--- src/rtl/irq_ctrl_pkg.sv ---
// Package: shared register selector encoding and window geometry for the
// banked interrupt controller. Assumes 32-bit registers on word addresses.
package irq_ctrl_pkg;

    // Register selector taken from address bits [3:2] inside a bank slot
    typedef enum logic [1:0] {
        REG_EVENT  = 2'd0,
        REG_ENABLE = 2'd1,
        REG_ACK    = 2'd2,
        REG_LEVEL  = 2'd3
    } reg_sel_e;

    localparam int REG_BYTES  = 4;
    localparam int SLOT_BYTES = 4 * REG_BYTES;
    localparam int SLOT_LSB   = $clog2(SLOT_BYTES);

endpackage

--- src/rtl/irq_sync.sv ---
// Module: irq_sync
// Multi-stage synchronizer for a vector of asynchronous source inputs.
// Assumes each bit is independent; no bus coherency is implied.
module irq_sync #(
    parameter int W      = 32,
    parameter int STAGES = 2
) (
    input  logic         clk,
    input  logic         rst_n,
    input  logic [W-1:0] async_i,
    output logic [W-1:0] sync_o
);

    logic [W-1:0] chain_q [STAGES];

    generate
        for (genvar s = 0; s < STAGES; s++) begin : g_stage
            // One flop stage of the synchronizer chain
            always_ff @(posedge clk) begin
                if (!rst_n)
                    chain_q[s] <= '0;
                else if (s == 0)
                    chain_q[s] <= async_i;
                else
                    chain_q[s] <= chain_q[(s > 0) ? s - 1 : 0];
            end
        end
    endgenerate

    assign sync_o = chain_q[STAGES-1];

endmodule

--- src/rtl/irq_bank.sv ---
// Module: irq_bank
// One bank of sources: event latch, enable mask and pending computation.
// Assumes live_i is already synchronized. Edge-type bits latch on a rising
// edge while enabled; level-type bits (LVL_MASK) never latch.
module irq_bank #(
    parameter int           W        = 32,
    parameter logic [W-1:0] LVL_MASK = '0
) (
    input  logic         clk,
    input  logic         rst_n,
    input  logic [W-1:0] live_i,
    input  logic         en_we_i,
    input  logic         ack_we_i,
    input  logic [W-1:0] wdata_i,
    output logic [W-1:0] event_o,
    output logic [W-1:0] enable_o,
    output logic [W-1:0] pend_o
);

    logic [W-1:0] prev_q;
    logic [W-1:0] event_q;
    logic [W-1:0] enable_q;
    logic [W-1:0] rise;
    logic [W-1:0] clr;

    assign rise = live_i & ~prev_q & ~LVL_MASK;
    assign clr  = ack_we_i ? wdata_i : '0;

    // Delay the synchronized inputs by one cycle for edge detection
    always_ff @(posedge clk) begin
        if (!rst_n)
            prev_q <= '0;
        else
            prev_q <= live_i;
    end

    // Event latch: acknowledge clears, an enabled rising edge sets (set wins)
    always_ff @(posedge clk) begin
        if (!rst_n)
            event_q <= '0;
        else
            event_q <= (event_q & ~clr) | (rise & enable_q);
    end

    // Enable register: holds the last value written
    always_ff @(posedge clk) begin
        if (!rst_n)
            enable_q <= '0;
        else if (en_we_i)
            enable_q <= wdata_i;
    end

    assign event_o  = event_q;
    assign enable_o = enable_q;
    assign pend_o   = (event_q | (live_i & LVL_MASK)) & enable_q;

endmodule

--- src/rtl/irq_prio.sv ---
// Module: irq_prio
// Finds the highest-numbered set bit across all banks; higher banks outrank
// lower ones. Purely combinational; the caller registers the result.
module irq_prio #(
    parameter int NUM_BANKS = 2,
    parameter int W         = 32,
    localparam int N        = NUM_BANKS * W,
    localparam int ID_W     = $clog2(N)
) (
    input  logic [N-1:0]    pend_i,
    output logic            any_o,
    output logic [ID_W-1:0] id_o
);

    // Scan upward so the last hit, the highest number, is kept
    always_comb begin
        any_o = 1'b0;
        id_o  = '0;
        for (int b = 0; b < NUM_BANKS; b++) begin
            for (int i = 0; i < W; i++) begin
                if (pend_i[b*W + i]) begin
                    any_o = 1'b1;
                    id_o  = ID_W'(b*W + i);
                end
            end
        end
    end

endmodule

--- src/rtl/irq_bank_ctrl.sv ---
// Module: irq_bank_ctrl (top)
// Banked interrupt controller with a register window. Bank b sits at slot
// NUM_BANKS-b, so the lowest sources occupy the highest used slot. Assumes
// word-aligned accesses; addr_i[1:0] is ignored.
module irq_bank_ctrl #(
    parameter int                       BANK_W      = 32,
    parameter int                       NUM_BANKS   = 2,
    parameter int                       SYNC_STAGES = 2,
    parameter logic [NUM_BANKS*BANK_W-1:0] LVL_MASK = 64'h0000_0000_1ff0_0000,
    localparam int                      NUM_SRC     = NUM_BANKS * BANK_W,
    localparam int                      ID_W        = $clog2(NUM_SRC),
    localparam int                      ADDR_W      = irq_ctrl_pkg::SLOT_LSB + $clog2(NUM_BANKS + 2)
) (
    input  logic               clk,
    input  logic               rst_n,
    input  logic [NUM_SRC-1:0] src_i,
    input  logic [ADDR_W-1:0]  addr_i,
    input  logic [BANK_W-1:0]  wr_data_i,
    input  logic               wr_en_i,
    input  logic               rd_en_i,
    output logic [BANK_W-1:0]  rd_data_o,
    output logic               irq_o,
    output logic [ID_W-1:0]    irq_id_o,
    output logic               irq_valid_o
);
    import irq_ctrl_pkg::*;

    localparam int SLOT_W = ADDR_W - SLOT_LSB;

    logic [NUM_SRC-1:0] live;
    logic [NUM_SRC-1:0] event_vec;
    logic [NUM_SRC-1:0] enable_vec;
    logic [NUM_SRC-1:0] pend_vec;
    logic [SLOT_W-1:0]  slot;
    reg_sel_e           rsel;
    logic [NUM_BANKS-1:0] hit;
    logic [BANK_W-1:0]  rd_mux;
    logic               any_pend;
    logic [ID_W-1:0]    top_id;
    logic               irq_q;
    logic               vld_q;
    logic [ID_W-1:0]    id_q;
    logic [BANK_W-1:0]  rd_q;

    assign slot = addr_i[ADDR_W-1:SLOT_LSB];
    assign rsel = reg_sel_e'(addr_i[SLOT_LSB-1:2]);

    irq_sync #(.W(NUM_SRC), .STAGES(SYNC_STAGES)) u_sync (
        .clk    (clk),
        .rst_n  (rst_n),
        .async_i(src_i),
        .sync_o (live)
    );

    generate
        for (genvar b = 0; b < NUM_BANKS; b++) begin : g_bank
            assign hit[b] = (slot == SLOT_W'(NUM_BANKS - b));

            irq_bank #(
                .W       (BANK_W),
                .LVL_MASK(LVL_MASK[b*BANK_W +: BANK_W])
            ) u_bank (
                .clk     (clk),
                .rst_n   (rst_n),
                .live_i  (live[b*BANK_W +: BANK_W]),
                .en_we_i (wr_en_i && hit[b] && rsel == REG_ENABLE),
                .ack_we_i(wr_en_i && hit[b] && rsel == REG_ACK),
                .wdata_i (wr_data_i),
                .event_o (event_vec[b*BANK_W +: BANK_W]),
                .enable_o(enable_vec[b*BANK_W +: BANK_W]),
                .pend_o  (pend_vec[b*BANK_W +: BANK_W])
            );
        end
    endgenerate

    irq_prio #(.NUM_BANKS(NUM_BANKS), .W(BANK_W)) u_prio (
        .pend_i(pend_vec),
        .any_o (any_pend),
        .id_o  (top_id)
    );

    // Select the addressed register; the acknowledge register and holes read 0
    always_comb begin
        rd_mux = '0;
        for (int b = 0; b < NUM_BANKS; b++) begin
            if (hit[b]) begin
                case (rsel)
                    REG_EVENT:  rd_mux = event_vec[b*BANK_W +: BANK_W];
                    REG_ENABLE: rd_mux = enable_vec[b*BANK_W +: BANK_W];
                    REG_LEVEL:  rd_mux = live[b*BANK_W +: BANK_W];
                    default:    rd_mux = '0;
                endcase
            end
        end
    end

    // Capture read data on a read strobe, hold it otherwise
    always_ff @(posedge clk) begin
        if (!rst_n)
            rd_q <= '0;
        else if (rd_en_i)
            rd_q <= rd_mux;
    end

    // Register the combined request, the winning number and its qualifier
    always_ff @(posedge clk) begin
        if (!rst_n) begin
            irq_q <= 1'b0;
            vld_q <= 1'b0;
            id_q  <= '0;
        end else begin
            irq_q <= |pend_vec;
            vld_q <= any_pend;
            id_q  <= any_pend ? top_id : '0;
        end
    end

    assign rd_data_o   = rd_q;
    assign irq_o       = irq_q;
    assign irq_valid_o = vld_q;
    assign irq_id_o    = id_q;

endmodule

--- config.mk ---
export PLATFORM = sky130hd
export DESIGN_NAME = irq_bank_ctrl
export DESIGN_NICKNAME = d
export VERILOG_FILES = /design/src/rtl/irq_ctrl_pkg.sv /design/src/rtl/irq_sync.sv /design/src/rtl/irq_bank.sv /design/src/rtl/irq_prio.sv /design/src/rtl/irq_bank_ctrl.sv
export SDC_FILE = /design/constraint.sdc
export NUM_CORES = 1
export LEC_CHECK = 0
export ABC_CLOCK_PERIOD_IN_PS = 1700
export BUFFER_PORTS_ARGS = -buffer_cell sky130_fd_sc_hd__buf_2
export CORE_MARGIN = 5
export CORE_UTILIZATION = 43
export CTS_BUF_LIST = sky130_fd_sc_hd__clkbuf_2
export DETAILED_ROUTE_END_ITERATION = 7
export SLEW_MARGIN = 10
export SYNTH_ARGS = -nofsm -noshare
export SYNTH_HDL_FRONTEND = slang
export SYNTH_SLANG_ARGS = --single-unit
--- constraint.sdc ---
create_clock -name clk -period 1.7 [get_ports clk]
set_clock_uncertainty 0.1 [all_clocks]
set_input_delay 0.17 -clock clk [delete_from_list [all_inputs] [get_ports clk]]
set_output_delay 0.17 -clock clk [all_outputs]
set_load 0.005 [all_outputs]
== After elaboration in Yosys (flattened, before gate mapping) ==
Memory sizes are Yosys's and may differ from the RTL's.
Cells that the tools add are included.

* Latch bits: 0
* Output and inout bits: 40
* Register bits: 232
* Bits in writable memories: 128
* Bits in read-only memories: 0
* Memories: 1
* Input bits: 106

{| class="wikitable"
|+ Memories
! memory !! depth !! width !! read ports !! clocked after Yosys merged registers in !! wr ports !! RTL line !! text
|-
| u_sync.chain_q || 2 || 64 || 2 || 0 || 2 || irq_sync.sv:14 || <nowiki>logic [W-1:0] chain_q [STAGES];</nowiki>
|}

* $mul: 0
* $add $sub $neg: 0
* Divide/modulo/power cells: 0
* Bitwise gates (word level): 17
* Equal/unequal tests: 5
* Mux-type cells: 137
* Shifts and indexed selects: 0
* Magnitude comparators: 0
* Reduce and logical (&&, ||, !) cells: 9

{| class="wikitable"
|+ Operators by type and width
! cell !! number
|-
| 32-bit bitwise AND || 8
|-
| 6-bit two-way mux || 32
|-
| 32-bit one-hot mux with 3 select lines || 2
|-
| 32-bit two-way mux || 4
|-
| 64-bit two-way mux || 2
|-
| 32-bit inverter || 4
|-
| 5-bit two-way mux || 16
|-
| 1-bit two-way mux || 67
|-
| 32-bit bitwise OR || 2
|-
| 64-bit OR reduction || 1
|-
| 4-bit two-way mux || 8
|-
| 32-bit by 29-bit bitwise OR with 32-bit output || 1
|-
| 3-bit two-way mux || 4
|-
| 2-bit equality test (second input constant) || 3
|-
| 1-bit logical AND || 6
|-
| 2-bit by 1-bit equality test with 1-bit output (second input constant) || 2
|-
| 2-bit two-way mux || 2
|-
| 2-bit zero test || 1
|-
| 1-bit bitwise OR || 2
|-
| 2-bit AND reduction || 1
|}

== Logic depth before layout (Yosys ltp) ==
Gate-level depths: netlist of the first run.
An unclocked memory read counts as a cell.

* Depth in word-level cells: 68
* Gate-level depth with buffers: 8
* Depth with buffers taken out: 8

== By module ==
From an unflattened synthesis of the first run, not the netlist that was laid out.

* Cells, all modules: 1472
* Area, all modules: 14660.3 um^2

{| class="wikitable"
|+ Modules (own cells, without submodules)
! module !! seq. area each (um^2) !! cells an instance !! area an instance (um^2) !! instances
|-
| irq_bank at g_bank[1].u_bank || 1921.8 || 337 || 3712.3 || 1
|-
| irq_sync || 2562.5 || 270 || 3550.9 || 1
|-
| irq_bank_ctrl || 800.8 || 413 || 3321.9 || 1
|-
| irq_bank at g_bank[0].u_bank || 1741.7 || 309 || 3248.1 || 1
|-
| irq_prio || 0.0 || 143 || 827.0 || 1
|}

== Worst setup path after synthesis of the first run ==
OpenSTA, ideal clock, no wires.

* Path type: register to register
* Start: memory u_sync.chain_q[1][25] (netlist bit)
* End: register id_q[0], in the netlist irq_id_o[0]
* Setup slack: 0.044 ns
* Buffers on the path: 0
* Data required time: 1.475 ns
* Setup time: 0.125 ns
* Period minus slack after synthesis: 1.656 ns
* Cell stages (with the launch flop): 9
* Arrival: 1.431 ns
* Path through: dfxtp_1 o21ai_4 nand4_2 nor4_2 nand3_2 o21ai_4 inv_2 o211ai_1 a21oi_2

{| class="wikitable"
|+ RTL lines
! what !! RTL line !! text
|-
| from (decl) || irq_sync.sv:14 ||
|-
| to (signal assigned) || irq_bank_ctrl.sv:114 || <nowiki>id_q <= any_pend ? top_id : '0;</nowiki>
|-
| to (decl) || irq_bank_ctrl.sv:42 || <nowiki>logic [ID_W-1:0] id_q;</nowiki>
|}

== Final worst setup path of the first run ==
* Start: register g_bank[1].u_bank.enable_q[30]
* End: register id_q[2], in the netlist irq_id_o[2]

* Cells in the longest elaborated chain, start to end: 4
* Elaborated cells between the ends (all ways): 6
* Classes of those cells: mux (4); bitwise (1); reduce/logical (1)

{| class="wikitable"
|+ Ends and longest elaborated chain
! what !! RTL line !! text
|-
| from (decl) || irq_bank.sv:22 || <nowiki>logic [W-1:0] enable_q;</nowiki>
|-
| from (signal assigned) || irq_bank.sv:50 || <nowiki>enable_q <= wdata_i;</nowiki>
|-
| 32-bit bitwise AND (*) || irq_bank.sv:55 || <nowiki>assign pend_o = (event_q | (live_i & LVL_MASK)) & enable_q;</nowiki>
|-
| 1-bit two-way mux (2 in a row) || irq_prio.sv:21 || <nowiki>if (pend_i[b*W + i]) begin</nowiki>
|-
| 2-bit AND reduction (no line) || -- ||
|}

Mark *: on every way between the ends. The rest lies on a longest branch, timed or not.
A chain may end at the register's enable or synchronous reset.

==> results of run 1 <==
## sequential cells by signal (all words and copies together), names as in the netlist
signal,count
irq_id_o,6
g_bank.u_bank.enable_o,64
g_bank.u_bank.event_o,64
rd_data_o,32
u_sync.chain_q,128
irq_o,1
g_bank.u_bank.prev_q,55
irq_valid_o,1
## area by class of cell
type,count,area [um^2]
fillers,2569,11300
flip-flops and latches,351,7080
multi-input cells,1017,6240
repair buffers,619,5390
clock buffers,129,646
well taps,402,503
inverters,40,153
clock inverters,22,119
diodes,1,2.50
## cells by family (layout without fill, tap and decap cells)
group | count (synthesis) | after routing
simple gates | 610 | 610
flops | 351 | 351
compound gates | 343 | 343
buf+inv | 130 | 810
mux | 64 | 64
other cells | 0 | 1
## timing repair
action	4_1_cts	5_1_grt
endpoints found under the hold margin	351	40
pin swaps	15	14
gates resized for setup	54	46
hold buffers	282	1
buffers inserted	3	8
gates cloned	0	2
setup endpoints to repair	33	59
## placed cells by master (no fill, tap or decap), types with 4 or more instances in the layout
cell type        n
a22oi_1         71
dfxtp_2         45
o21ai_1         17
nand4_1          7
buf_2          128
nor2_1         113
o221ai_1        32
o21ai_4          5
a32oi_1         36
buf_6           16
a21oi_1         97
o21ai_2          5
buf_4          169
a21oi_2          4
mux2_2          64
a31oi_1          6
a22oi_2         15
buf_12          21
a32o_1           6
nand3_1         13
dlygate4sd3_1  282
inv_1           37
dfxtp_1        306
and2_1         188
clkinv_1        17
o21ai_0         23
clkbuf_2       129
nand2_1        256
nand2b_1         4
## worst max-delay path: cells and delay by family (launching register included)
kind,cells,cell delay [ns]
AOI/OAI and AO/OA,3,0.56
buffers and inverters,2,0.24
DFF,1,0.34
and+or+nand+nor,2,0.45
## worst max-delay path by stage
stage	start	end	slack (ns)	depth (start not counted)
2_1_floorplan	u_sync.chain_q[1][25]$_SDFF_PN0_	irq_id_o[0]$_SDFF_PN0_	0.04	8
3_5_place_dp	g_bank[0].u_bank.enable_o[19]$_SDFFE_PN0P_	irq_id_o[0]$_SDFF_PN0_	-0.17	8
3_3_place_gp	g_bank[0].u_bank.event_o[5]$_SDFF_PN0_	irq_id_o[1]$_SDFF_PN0_	-0.1	7
4_1_cts	irq_id_o[4]$_SDFF_PN0_	irq_id_o[4]	-0.08	1
6_report	g_bank[1].u_bank.enable_o[30]$_SDFFE_PN0P_	irq_id_o[2]$_SDFF_PN0_	-0.13	7
5_1_grt	g_bank[1].u_bank.enable_o[30]$_SDFFE_PN0P_	irq_id_o[0]$_SDFF_PN0_	-0.24	8
## per-stage QoR
step           area [um^2]  cells  utilization (%)  setup TNS (ns)
6_report             20100   2581             64.0          -0.636
2_1_floorplan        13600   1498                -               0
3_3_place_gp         16100   2135             51.2          -0.515
4_1_cts              19900   2570             63.1           -1.01
3_5_place_dp         16100   2135             51.2           -1.00
5_1_grt              20100   2581             64.0           -2.28
## routing by layer
metal  up-vias  GRT usage (%)  wire length [um]
li1       6459              -                 -
met2       485           40.4             21600
met4         0           7.65               898
met3        73           3.87              2620
met5         -              0                 0
met1      6358           31.3             19100
## report_power, final
part           internal [mW]  total [mW]  switching (mW)
registers               8.46        8.58           0.117
logic                  0.863        1.56           0.693
clock network           2.16        5.51            3.34
total                   11.5        15.6            4.15
==> impl_metrics.tcl, run 1 <==
set metrics [dict create \
    violations "negative setup slack" \
    synth_area_mm2 0.0136 \
    synthFlopType "dfxtp_1" \
    cp_cell_sequence "a22oi_2 -> nand4_1 -> nor3_2 -> inv_1 -> o21ai_4 -> buf_4 -> a41oi_2" \
    wl_per_cell_um 17.1 \
    cp-end-kind "register" \
    syn_to_final_growth_pct 47.5 \
    synth_cell_types 58 \
    layout.nets 2225 \
    routed_wl_um 44200 \
    synthArstFlopShare_pct 0 \
    vias 13375 \
    final_layout_size_suffix_gt1_share_pct 29.4 \
    htree_num_levels 3 \
    crit_arrival_ns 2.51 \
    min_to "g_bank[1].u_bank.event_o[19]$_SDFF_PN0_" \
    hold-worst-slack_ns 0.0839 \
    ir_drop_mv 0.488 \
    startpoint_type "register" \
    fin_crit_sh_pct 108 \
    synth_top_area_cell "dfxtp_1" \
    yosys.area_share.adder_pct 0 \
    grt_max_degree 69 \
    cts_made_buffers 90 \
    synthTopCellsByArea "dfxtp_1, and2_1, nand2_1" \
    worstSetupPathType "register to register" \
    drtIter0Drc 838 \
    dp_slack_ns -0.167 \
    die_x_um 188 \
    clockBufferDepth 3 \
    synth_top_family_by_area "simple AND/OR/NAND/NOR gates" \
    report.final.slew_viol_count 0 \
    grt_pass1_wl_um 69300 \
    rsz0062_at_grt "true" \
    initial_utilization_pct 43.4 \
    max_stage_delay_ns 0.34 \
    ys_ff_latch 351 \
    p_total_mw 15.6 \
    netlist_instances 1498 \
    cts.sinks 351 \
    synth_compound_area_share_pct 17.7 \
    worstHoldStart "wr_data_i[19]" \
    regToRegSetupSlack_ns -0.13 \
    p_leak_nw 8.48 \
    root_buffer "clkbuf_2" \
    ant_nets 0 \
    crit_required_ns 2.38 \
    crit_slowest_cell "dfxtp_2" \
    setup_viol 7 \
    synth_most_common_cell "dfxtp_1" \
    grt_pass1_vias 13344 \
    r2r_cells 7 \
    synth_common_cells "dfxtp_1, nand2_1, and2_1, nor2_1, a21oi_1" \
    core_mm2 0.0315 \
    dr.pass1.iters 8 \
    slew_headroom_pct 56.1 \
    power_per_cell_area_mw_per_mm2 777 \
    row_count 65 \
    dieArea_mm2 0.0354 \
    synthMuxAreaShare_pct 5.28 \
    worstHoldPathType "primary input to register" \
    synth_area_per_cell_um2 9.11 \
    viasPerCell 5.18 \
    cts_tree "done" \
    worst_slew_pin_slew_ns 0.658 \
    path_clk_slew_ns 0.10 \
    die_h_um 188 \
    yosys_warnings 0 \
    setup_slack_ns -0.132 \
    antenna_found_initial 1 \
    synthSimpleGateAreaFrac_pct 21.5 \
    hold_depth 5 \
    outcome "finished with violations" \
    place.gp.congestion 0.823 \
    timing.rr.end "irq_id_o[2]$_SDFF_PN0_" \
    timing.rr.start "g_bank[1].u_bank.enable_o[30]$_SDFFE_PN0P_" \
    overflow 0 \
    worstSkewPairLatency_ns 0.91 \
    hold_violations 0 \
    synth_fp_nets 1604 \
    track_usage_pct 23.9 \
    critPathMaxFanout 3 \
    top_level_ports 146 \
    synth-xor-area-share_pct 0 \
    synth.top_cell.area_share_pct 51.5 \
    port_buffers 143 \
    synth_edf_count 0 \
    place_hpwl_um 25800 \
    maxCapViolCount 0 \
    drt_drc_violations_left 0 \
    ys_seq_area_share_pct 51.5 \
    period_minus_slack_ns 1.83 \
    max_clock_freq_ghz 0.546 \
]
No activity file was read; power rests on OpenSTA's default activity.
==> run 2: changes to the inputs <==
CORE_UTILIZATION = 26   (was 43)
==> run 2 against run 1 <==
  * The run still ends with negative setup slack left
  * Critical path type is now register to output pin
  * Count of clock-buffer cells in the layout down 1
  * Critical path depth decreased by 6
  * Combinational power grew 4%
  * Total power grew 3.3%
  * Wire length increased by 7.0%
  * Core utilization fell by 24 points
  * Maximum frequency fell by 0.43%
==> impl_metrics.tcl, run 2 (synthesis gave the netlist of run 1 again) <==
set metrics [dict create \
    outcome "finished with violations" \
    violations "negative setup slack" \
    track_usage_pct 15.8 \
    cp_cell_sequence "buf_6" \
    cts_made_buffers 94 \
    startpoint_type "register" \
    design_area_mm2 0.0209 \
    port_buffers 143 \
    hold_violations 0 \
    p_leak_nw 8.75 \
    ir_drop_mv 0.289 \
    crit_required_ns 1.43 \
    routed_wl_um 47300 \
    viasPerCell 4.61 \
    crit_buf_inv 1 \
    regToRegSetupSlack_ns -0.10 \
    clockBufferDepth 3 \
    die_x_um 239 \
    overflow 0 \
    setup_viol 46 \
    die_h_um 239 \
    cts_tree "done" \
    worstHoldStart "rd_en_i" \
    core_mm2 0.0522 \
    final_cell_mix "dfxtp_1, dlygate4sd3_1, nand2_1" \
    row_count 84 \
    timing.rr.end "irq_id_o[2]$_SDFF_PN0_" \
    layout.nets 2259 \
    wl_per_cell_um 16.2 \
    r2r_cells 7 \
    hold_depth 5 \
    min_to "rd_data_o[31]$_SDFFE_PN0P_" \
    largest_reg_flops 128 \
    period_minus_slack_ns 1.84 \
    path_delay_family "flip-flops" \
    place_inst 2441 \
    fin_util_pct 40.1 \
    max_stage_delay_ns 0.38 \
    place.gp.congestion 0.863 \
    initial_utilization_pct 26.1 \
    timing.rr.start "g_bank[1].u_bank.event_o[10]$_SDFF_PN0_" \
    placed_area_mm2 0.0166 \
    dr.pass1.iters 5 \
    top_level_ports 146 \
    worstSetupPathType "register to output pin" \
    fin_crit_sh_pct 108 \
    drtIter0Drc 859 \
    htree_num_levels 3 \
    root_buffer "clkbuf_2" \
    antenna_found_initial 2 \
    drt_drc_violations_left 0 \
    grt_max_degree 66 \
    setup_slack_ns -0.140 \
    worstSkewPairLatency_ns 1.06 \
    regMostFlops "u_sync.chain_q" \
    power_per_cell_area_mw_per_mm2 771 \
    vias 13433 \
    worstHoldPathType "primary input to register" \
    dieArea_mm2 0.0572 \
    fin_cells 2915 \
    path_clk_slew_ns 0.11 \
    crit_arrival_ns 1.57 \
    syn_to_final_growth_pct 53.5 \
    final_layout_size_suffix_gt1_share_pct 31.0 \
    layout_commonest_cell "dfxtp_1" \
    max_clock_freq_ghz 0.543 \
    p_total_mw 16.1 \
    worst_slew_pin_slew_ns 0.539 \
    tns_ns -2.86 \
    report.final.slew_viol_count 0 \
    grt_pass1_vias 13758 \
    cts.sinks 351 \
    place_hpwl_um 30500 \
    slew_headroom_pct 63.9 \
    grt_pass1_wl_um 73100 \
    cp-end-kind "output pin" \
    ant_nets 0 \
    crit_slowest_cell "dfxtp_4" \
    critPathMaxFanout 1 \
    maxCapViolCount 0 \
    rsz0062_at_grt "true" \
]
run 2: changes by cell type in the layout (fill, tap and decap cells not counted), moves of 3 or more:
cell,change
dfxtp_1,-7
clkinv_1,+12
dfxtp_4,+4
dfxtp_2,+3
buf_6,+19
o21ai_2,-3
buf_2,-19
dlygate4sd3_1,-12
buf_4,+42
run 2: area by class of cell:
type                    instances  area, um^2
flip-flops and latches        351        7100
diodes                          3        7.51
multi-input cells            1017        6250
inverters                      40         153
repair buffers                649        5710
well taps                     688         861
fillers                      5242       31300
clock inverters                39         211
clock buffers                 128         641
run 2: how the worst max path moves through the flow:
stage | start | endpoint | slack, ns | depth (start not counted)
6_report | irq_id_o[3]$_SDFF_PN0_ | irq_id_o[3] | -0.14 | 1
5_1_grt | irq_id_o[3]$_SDFF_PN0_ | irq_id_o[3] | -0.25 | 1
4_1_cts | irq_id_o[3]$_SDFF_PN0_ | irq_id_o[3] | -0.27 | 1
3_5_place_dp | g_bank[0].u_bank.event_o[11]$_SDFF_PN0_ | irq_id_o[3]$_SDFF_PN0_ | -0.19 | 6
3_3_place_gp | g_bank[1].u_bank.event_o[27]$_SDFF_PN0_ | irq_id_o[1]$_SDFF_PN0_ | -0.17 | 8
2_1_floorplan | u_sync.chain_q[1][25]$_SDFF_PN0_ | irq_id_o[0]$_SDFF_PN0_ | 0.04 | 8
run 2: what timing repair did:
action | in CTS | in global routing
setup endpoints to repair | 48 | 55
hold buffers | 271 | 1
pin swaps | 16 | 19
cloned | 0 | 3
buffers inserted | 22 | 13
resized for setup | 100 | 33
hold endpoints to repair | 351 | 17
run 2: where the power goes:
part	internal [mW]	total, mW	switching [mW]
Clock	2.37	5.94	3.57
Sequential	8.46	8.58	0.126
Combinational	0.921	1.63	0.705
run 2: metal layers:
metal / global-route usage (%) / wire length, um / vias up
li1: - / - / 6542
met1: 20.0 / 20400 / 6395
met2: 26.1 / 22300 / 400
met3: 3.70 / 3000 / 96
met4: 5.93 / 1490 / 0
met5: 0 / 0 / -
run 2: per-stage QoR:
stage | worst slack [ns] | hold slack [ns]
floorplan | 0.0441 | 0.157
global placement | -0.173 | 0.281
detailed placement | -0.185 | 0.278
CTS | -0.274 | 0.0105
global route | -0.252 | 0.0659
finish | -0.140 | 0.133
==> run 3: changes to the inputs <==
ABC_AREA = 1   (was unset)
ABC_CLOCK_PERIOD_IN_PS = 2000   (was 1700)
CORE_ASPECT_RATIO = 2   (was unset)
clock period = 2 ns   (was 1.7 ns; I/O delays follow)
==> run 3 against run 2 <==
  * The run still ends with negative setup slack left
  * Largest cell class unchanged
  * Wire length grew 0.99%
  * Count of clock-buffer cells in the layout shrank 13
  * First-iteration DRC count decreased by 7.1%
  * Synthesized cell count increased by 19%
  * Clock power fell by 20%
  * Critical path depth grew 63
  * Synthesized area fell by 1.3%
  * Largest power group unchanged
  * Critical endpoint is now irq_id_o[0]$_SDFF_PN0_
==> impl_metrics.tcl, run 3 <==
set metrics [dict create \
    outcome "finished with violations" \
    violations "negative setup slack" \
    p_total_mw 13.4 \
    initial_utilization_pct 26.1 \
    ys_seq_area_share_pct 52.2 \
    routed_wl_um 47700 \
    p_leak_nw 10.1 \
    track_usage_pct 16.5 \
    crit_required_ns 2.85 \
    root_buffer "clkbuf_2" \
    synth.top_cell.area_share_pct 52.2 \
    synth_area_mm2 0.0135 \
    viasPerCell 4.52 \
    setup_viol 39 \
    synth_most_common_cell "nand2_1" \
    layout.nets 2455 \
    synth_common_cells "nand2_1, dfxtp_1, inv_1, a21oi_1, o21ai_0" \
    report.final.slew_viol_count 0 \
    port_buffers 143 \
    synthArstFlopShare_pct 0 \
    fin_util_pct 38.2 \
    place_hpwl_um 30800 \
    hold_violations 0 \
    max_clock_freq_ghz 0.254 \
    worstHoldPathType "primary input to register" \
    startpoint_type "register" \
    synth_top_area_cell "dfxtp_1" \
    worstSetupPathType "register to register" \
    largest_reg_flops 128 \
    cts_tree "done" \
    synthTopCellsByArea "dfxtp_1, nand2_1, inv_1" \
    grt_pass1_vias 14438 \
    final_cell_mix "nand2_1, dfxtp_1, dlygate4sd3_1" \
    power_per_cell_area_mw_per_mm2 683 \
    synth_fp_nets 1890 \
    synth_area_per_cell_um2 7.55 \
    grt_max_degree 88 \
    setup_slack_ns -1.93 \
    rsz0062_at_grt "true" \
    ys_ff_latch 351 \
    die_x_um 171 \
    worstSkewPairLatency_ns 0.99 \
    syn_to_final_growth_pct 46.1 \
    drt_drc_violations_left 0 \
    grt_pass1_wl_um 74000 \
    netlist_instances 1784 \
    crit_path_start "g_bank[0].u_bank.event_o[1]$_SDFF_PN0_" \
    maxCapViolCount 0 \
    dieArea_mm2 0.0567 \
    die_h_um 332 \
    final_layout_size_suffix_gt1_share_pct 20.7 \
    cts_made_buffers 79 \
    yosys_warnings 0 \
    drtIter0Drc 798 \
    max_stage_delay_ns 0.35 \
    antenna_found_initial 2 \
    overflow 0 \
    fillers 5229 \
    cpMostUsedCell "nand2_1" \
    crit_arrival_ns 4.78 \
    design_area_mm2 0.0197 \
    clockBufferDepth 3 \
    cts.sinks 351 \
    layout_commonest_cell "nand2_1" \
    placed_area_mm2 0.0159 \
    worstHoldStart "addr_i[2]" \
    top_level_ports 146 \
    row_count 118 \
    ant_nets 0 \
    timing.rr.start "g_bank[0].u_bank.event_o[1]$_SDFF_PN0_" \
    slew_headroom_pct 65.5 \
    cp-end-kind "register" \
    synthFlopType "dfxtp_1" \
    ir_drop_mv 0.390 \
    synth_cell_types 26 \
    dr.pass1.iters 5 \
    regArea_mm2 0.00705 \
    fin_crit_sh_pct 196 \
    wl_per_cell_um 15.6 \
    crit_slowest_cell "dfxtp_2" \
    critPathMaxFanout 2 \
    path_clk_slew_ns 0.13 \
    htree_num_levels 3 \
    core_mm2 0.0515 \
    multi_input_area_mm2 0.00518 \
    synth_edf_count 0 \
    period_minus_slack_ns 3.93 \
    worst_slew_pin_slew_ns 0.516 \
    place.gp.congestion 0.853 \
    vias 13864 \
    regMostFlops "u_sync.chain_q" \
]
-- run 3: worst paths after layout --
path | cells after the start | to | slack [ns]
max reg2reg | 64 | irq_id_o[0]$_SDFF_PN0_ | -1.93
max | 64 | irq_id_o[0]$_SDFF_PN0_ | -1.93
min | 8 | rd_data_o[27]$_SDFFE_PN0P_ | 0.06
min reg2reg | 2 | u_sync.chain_q[1][48]$_SDFF_PN0_ | 0.23
-- run 3: through the flow --
| step | TNS, ns | cells | setup slack (ns) | hold slack [ns] |
|---|---|---|---|---|
| floorplan | -1.77 | 1784 | -1.27 | 0.198 |
| global placement | -3.14 | 2635 | -2.01 | 0.279 |
| detailed placement | -3.10 | 2635 | -1.95 | 0.283 |
| CTS | -8.15 | 3053 | -1.95 | 0.000651 |
| global route | -14.90 | 3064 | -2.48 | 0.0110 |
| finish | -13.16 | 3064 | -1.93 | 0.0616 |
-- run 3: cells by family after synthesis --
logic type	synth area share, %
flip-flops	52.2
buffers and inverters	10.1
AND/OR/NAND/NOR	23.1
AO/OA/AOI/OAI	14.6
-- run 3: cell type report --
class	count	share of cell area, %
diodes	2	0.0254
clock buffers	115	2.93
clock inverters	19	0.795
inverters	277	5.29
multi-input cells	1071	26.3
flip-flops and latches	351	35.8
well taps	660	4.20
repair buffers	569	24.6
-- run 3: critical path: cells and delay by family (launching register included) --
kind,cells,cell delay [ns]
AND/OR/NAND/NOR,62,3.25
flip-flops,1,0.35
AO/OA/AOI/OAI,1,0.11
buffers and inverters,1,0.04
-- run 3: what timing repair did --
action,CTS,global route
resized for setup,11,28
pin swaps,24,15
hold buffers,284,5
hold endpoints to repair,351,94
endpoints found under the setup margin,5,47
cloned,0,2
setup buffers,1,7
-- run 3: metal layers --
| metal | vias up | routed length [um] | track usage, % |
|---|---|---|---|
| li1 | 6769 | - | - |
| met1 | 6444 | 16900 | 16.5 |
| met2 | 500 | 24400 | 29.4 |
| met3 | 151 | 2740 | 3.18 |
| met4 | 0 | 3750 | 12.6 |
| met5 | - | 0 | 0 |
-- run 3: report_power, final --
group / switching [mW] / leakage, nW / internal (mW)
Clock: 2.83 / 0.553 / 1.90
Sequential: 0.128 / 2.88 / 7.21
Combinational: 0.672 / 6.70 / 0.698
Total: 3.63 / 10.1 / 9.81
